--- src/rtl/evc_pkg.sv ---
package evc_pkg;

  typedef enum logic [1:0] {
    ACT_HOLD = 2'd0,
    ACT_STEP = 2'd1,
    ACT_LOAD = 2'd2
  } cnt_act_e;

  // Priority: a taken trigger beats a run step.
  function automatic cnt_act_e pick_act(input logic run, input logic trig, input logic act_en);
    if (trig && act_en) return ACT_LOAD;
    if (run)            return ACT_STEP;
    return ACT_HOLD;
  endfunction

  // First-cycle qualification of a level.
  function automatic logic rise_of(input logic now_lvl, input logic prev_lvl);
    return now_lvl && !prev_lvl;
  endfunction

endpackage

--- src/rtl/evc_rise_pulse.sv ---
module evc_rise_pulse (
  input  logic clk,
  input  logic rst,
  input  logic level,
  output logic pulse
);
  logic prev_q;

  // Reset to 1: an equality present straight out of reset is not new.
  always_ff @(posedge clk) begin
    if (rst) prev_q <= 1'b1;
    else     prev_q <= level;
  end

  assign pulse = evc_pkg::rise_of(level, prev_q);
endmodule

--- src/rtl/evc_count_core.sv ---
module evc_count_core #(
  parameter int CNT_W = 32
) (
  input  logic                  clk,
  input  logic                  rst,
  input  logic                  run_en,
  input  logic                  load_trig,
  input  logic                  load_act_en,
  input  logic [CNT_W-1:0]      load_val,
  output logic [CNT_W-1:0]      count_q,
  output evc_pkg::cnt_act_e     act_o
);
  localparam logic [CNT_W-1:0] ONE = CNT_W'(1);

  function automatic logic [CNT_W-1:0] step(input logic [CNT_W-1:0] v);
    return v + ONE;
  endfunction

  always_comb act_o = evc_pkg::pick_act(run_en, load_trig, load_act_en);

  always_ff @(posedge clk) begin
    if (rst) begin
      count_q <= '0;
    end else begin
      unique case (act_o)
        evc_pkg::ACT_LOAD: count_q <= load_val;
        evc_pkg::ACT_STEP: count_q <= step(count_q);
        default:           count_q <= count_q;
      endcase
    end
  end
endmodule

--- src/rtl/evc_match_slot.sv ---
module evc_match_slot #(
  parameter int CNT_W = 32
) (
  input  logic             clk,
  input  logic             rst,
  input  logic             we,
  input  logic [CNT_W-1:0] wdata,
  input  logic [CNT_W-1:0] count_q,
  output logic [CNT_W-1:0] match_q,
  output logic             eq_o,
  output logic             hit_o
);
  always_ff @(posedge clk) begin
    if (rst)     match_q <= '0;
    else if (we) match_q <= wdata;
  end

  assign eq_o = (count_q == match_q);

  evc_rise_pulse u_edge (
    .clk   (clk),
    .rst   (rst),
    .level (eq_o),
    .pulse (hit_o)
  );
endmodule

--- src/rtl/evc_match_counter.sv ---
module evc_match_counter #(
  parameter int CNT_W = 32
) (
  input  logic             clk,
  input  logic             rst,
  input  logic             run_en,
  input  logic             load_trig,
  input  logic             load_act_en,
  input  logic [CNT_W-1:0] load_val,
  input  logic             m1_we,
  input  logic [CNT_W-1:0] m1_wdata,
  input  logic             m2_we,
  input  logic [CNT_W-1:0] m2_wdata,
  output logic [CNT_W-1:0] count_q,
  output logic             hit1_pulse,
  output logic             hit2_pulse,
  output logic             zero_pulse
);
  localparam int NUM_SLOTS = 2;

  evc_pkg::cnt_act_e act_w;
  logic                 zero_lvl;
  logic [NUM_SLOTS-1:0] slot_we;
  logic [CNT_W-1:0]     slot_wdata [NUM_SLOTS];
  logic [CNT_W-1:0]     slot_match [NUM_SLOTS];
  logic [NUM_SLOTS-1:0] slot_eq;
  logic [NUM_SLOTS-1:0] slot_hit;
  logic [CNT_W-1:0]     match1_q;
  logic [CNT_W-1:0]     match2_q;

  evc_count_core #(.CNT_W(CNT_W)) u_core (
    .clk         (clk),
    .rst         (rst),
    .run_en      (run_en),
    .load_trig   (load_trig),
    .load_act_en (load_act_en),
    .load_val    (load_val),
    .count_q     (count_q),
    .act_o       (act_w)
  );

  assign slot_we       = {m2_we, m1_we};
  assign slot_wdata[0] = m1_wdata;
  assign slot_wdata[1] = m2_wdata;

  for (genvar i = 0; i < NUM_SLOTS; i++) begin : g_slot
    evc_match_slot #(.CNT_W(CNT_W)) u_slot (
      .clk     (clk),
      .rst     (rst),
      .we      (slot_we[i]),
      .wdata   (slot_wdata[i]),
      .count_q (count_q),
      .match_q (slot_match[i]),
      .eq_o    (slot_eq[i]),
      .hit_o   (slot_hit[i])
    );
  end

  assign match1_q   = slot_match[0];
  assign match2_q   = slot_match[1];
  assign hit1_pulse = slot_hit[0];
  assign hit2_pulse = slot_hit[1];

  assign zero_lvl = (count_q == '0);

  evc_rise_pulse u_zero (
    .clk   (clk),
    .rst   (rst),
    .level (zero_lvl),
    .pulse (zero_pulse)
  );
endmodule

--- config.mk ---
export PLATFORM = sky130hd
export DESIGN_NAME = evc_match_counter
export DESIGN_NICKNAME = d
export VERILOG_FILES = /design/src/rtl/evc_pkg.sv /design/src/rtl/evc_rise_pulse.sv /design/src/rtl/evc_count_core.sv /design/src/rtl/evc_match_slot.sv /design/src/rtl/evc_match_counter.sv
export SDC_FILE = /design/constraint.sdc
export NUM_CORES = 1
export LEC_CHECK = 0
export CAP_MARGIN = 0
export CORE_ASPECT_RATIO = 0.5
export CORE_UTILIZATION = 45
export CTS_CLUSTER_DIAMETER = 150
export CTS_CLUSTER_SIZE = 25
export DETAILED_ROUTE_END_ITERATION = 10
export HOLD_SLACK_MARGIN = 0.1
export PLACE_DENSITY = 0.84
export SETUP_SLACK_MARGIN = 0.05
export SLEW_MARGIN = 20
export SYNTH_ARGS = -nofsm -noshare
export SYNTH_HDL_FRONTEND = slang
export SYNTH_SLANG_ARGS = --single-unit
--- constraint.sdc ---
create_clock -name clk -period 3.9 [get_ports clk]
set_input_delay 1.17 -clock clk [delete_from_list [all_inputs] [get_ports clk]]
set_output_delay 1.17 -clock clk [all_outputs]
set_load 0.05 [all_outputs]
==> metrics <==
met3 wire length 1.67 mm; setup_tns 0 ps; Synth Warn # 0; Sw Pwr 0.757 mW; Post-Synth XOR/XNOR Area 12.2%; simple-gate share of the synthesized area 21.2%; largest family of logic cells by synthesized area simple AND/OR/NAND/NOR gates; CP Max Fanout 8; #FFs+latches synth 99; detailed-route vias per instance 5.74; worst-case clock buffer depth 2; htree depth 3; final wirelength 16.4 mm; crit path DAT 2400 ps; RSZ-0062 raised after global routing false; first-pass detailed-route iteration total 5; vias in the first global route 4,712; CTS buffer count 9; switching portion of total power 29.3%; count of final setup violators 0; internal power 1.83 mW; Cell variety after synth 39; largest net degree at the start of global routing 76; die height 78.4 um; WHS 518 ps; Finished Core Util 62.1%; routed wl met2 7.10 mm; Peak VDD IR 0.187 mV; layout cells sized above 1 8.14%; max cap viols 0; mux cell area share after synthesis 12.4%; Seq pwr share 44.5%; Sink Count 99; status complete, no violations; DRC errors left 0; top layer in use met4; post-synthesis compound-gate area fraction 8.77%; max-slew violations 0; Clk pin slew, worst setup/hold paths 60 ps; DRT antenna net count 0; Mapped Area 5250 um^2; final worst path period need 3570 ps; Leak 2.93 nW; Post-Synth Adder-Cell Area 0.476%; Syn Nets 683; Final Wtd Congestion 0.926; Startpoint Class flop; chip width 155 um; antenna cells 0; Post-CTS Hold Buffers 0; worst min path class reg -> reg; Worst Skew 5.49 ps; fmax 281 MHz; CTS tree yes; Slew Limit Headroom 37.0%; Tightest Pin Transition 944 ps; CP Data Required Time 2730 ps; DP HPWL 12.2 mm; post-synthesis cell count 578; Core Footprint 11,200 um^2; post-synthesis sequential area ratio 37.7%; initial antenna violation count 0; Starting Density 47.0%; first-pass GRT wire length 25.3 mm; Die Area 12,100 um^2; CP Class reg -> out; CTS root buffer clkbuf_16; via count 4,932; Area Overhead vs Synth 32.2%; row count 27; most frequent cells in the layout clkdlybuf4s50_1 (131), dfxtp_1 (99), nor2_1 (78); Clock Latency Late Sink 350 ps; most common cell after layout, fill and taps aside clkdlybuf4s50_1; Nets 800; clock share of power 33.8%; CP Capture Type output port; Power Dens Cells 373 nW/um^2; Global Route Usage Sum 27.6%; DR WL/cell 19.1 um; mean cell area of the mapped netlist 9.09 um^2; Metal-1 WL 7.26 mm; post-CTS setup buffer count 0; endpoints failing hold 0; combinational share of power 21.7%; IO Pins 138; IO buf count 137; crit share post-route 91.4%; total gr overflow 0; DRT iter0 DRCs 513
-- power by group through the flow --
stage	clock, mW	combinational [mW]	sequential [mW]
2_1_floorplan	0	0.279	1.21
3_3_place_gp	0	0.544	1.17
3_5_place_dp	0	0.550	1.17
4_1_cts	0.881	0.556	1.15
5_1_grt	0.938	0.597	1.16
6_report	0.874	0.562	1.15
-- Yosys cell counts --
library cell | number | area share [%]
and4_1 | 5 | 0.83
xor2_1 | 68 | 11
clkbuf_1 | 19 | 1.4
or4_1 | 8 | 1.1
a311oi_1 | 5 | 0.83
or3_2 | 2 | 0.29
xnor2_1 | 5 | 0.83
inv_1 | 6 | 0.43
buf_6 | 12 | 2.6
and3_1 | 2 | 0.24
o211ai_1 | 1 | 0.14
nor2_1 | 78 | 5.6
nand4_4 | 4 | 1.6
or3_4 | 1 | 0.21
nor3_1 | 9 | 0.86
or3_1 | 5 | 0.60
a21oi_1 | 6 | 0.57
nor4b_1 | 2 | 0.33
nand3_1 | 9 | 0.86
nor3b_1 | 4 | 0.57
dfxtp_1 | 99 | 38
ha_1 | 2 | 0.48
buf_2 | 9 | 0.86
o21ai_0 | 30 | 2.9
buf_4 | 4 | 0.57
and2_1 | 3 | 0.36
mux2i_1 | 65 | 12
clkbuf_8 | 3 | 0.79
nor4_1 | 32 | 3.8
nand2_1 | 18 | 1.3
a31oi_1 | 11 | 1.3
a211oi_1 | 7 | 1.0
or4_4 | 2 | 0.43
buf_1 | 10 | 0.71
nand4_1 | 17 | 2.0
o31a_1 | 1 | 0.17
o31ai_1 | 12 | 1.7
a31o_2 | 1 | 0.17
and3_2 | 1 | 0.14
-- metrics by stage --
stage               cells  setup slack (ps)  instance area, um^2  power [mW]
detailed placement    843               499                 6650        1.72
CTS                   859               158                 6940        2.59
floorplan             578               352                 5270        1.49
finish                859               335                 6940        2.59
global route          859               300                 6940        2.69
global placement      843               540                 6650        1.71
-- registers in the layout, indices dropped and copies added, names as in the netlist --
| register | flops |
|---|---|
| g_slot.u_slot.match_q | 64 |
| u_core.count_q | 32 |
| g_slot.u_slot.u_edge.prev_q | 2 |
| u_zero.prev_q | 1 |
-- worst max-delay path: stages, from the launching register on --
cell	delay [ps]
dfxtp_1	580
xor2_1	120
nor4_1	520
nand2_1	220
nor4_2	340
buf_4	260
-- kinds of logic after synthesis --
group                    Yosys count
buffers and inverters             63
XOR/XNOR                          73
flip-flops                        99
AO/OA/AOI/OAI                     74
AND/OR/NAND/NOR                  202
multiplexers                      65
adder cells (fa/ha/maj)            2
-- path summary, 6_finish.rpt --
check	startpoint	endpoint	slack (ps)	cells after the start
worst max-delay path	u_core.count_q[9]$_SDFFE_PP0P_	hit2_pulse	330	5
worst min-delay path	g_slot[1].u_slot.match_q[9]$_SDFFE_PP0P_	g_slot[1].u_slot.match_q[9]$_SDFFE_PP0P_	520	2
worst max register to register	u_core.count_q[0]$_SDFFE_PP0P_	u_core.count_q[18]$_SDFFE_PP0P_	1570	5
worst min register to register	g_slot[1].u_slot.match_q[9]$_SDFFE_PP0P_	g_slot[1].u_slot.match_q[9]$_SDFFE_PP0P_	520	2
-- area by class of cell --
cell class                      instances  area [um^2]
Sequential cell                        99         1980
Inverter                                6         22.5
Multi-Input combinational cell        416         2900
Clock buffer                           11          233
Fill cell                             899         4240
Tap cell                              159          199
Timing Repair Buffer                  163         1550
Clock inverter                          5         53.8
-- layer usage --
| layer | vias up | track usage [%] |
|---|---|---|
| li1 | 2284 | - |
| met1 | 2342 | 37.9 |
| met2 | 269 | 42.2 |
| met3 | 37 | 7.34 |
| met4 | 0 | 8.42 |
| met5 | - | 0 |
-- timing repair --
item                                    4_1_cts  5_1_grt
endpoints found under the hold margin         0        0
endpoints found under the setup margin        0        2
gates resized for setup                       0        2
No activity file was read; power rests on OpenSTA's default activity.
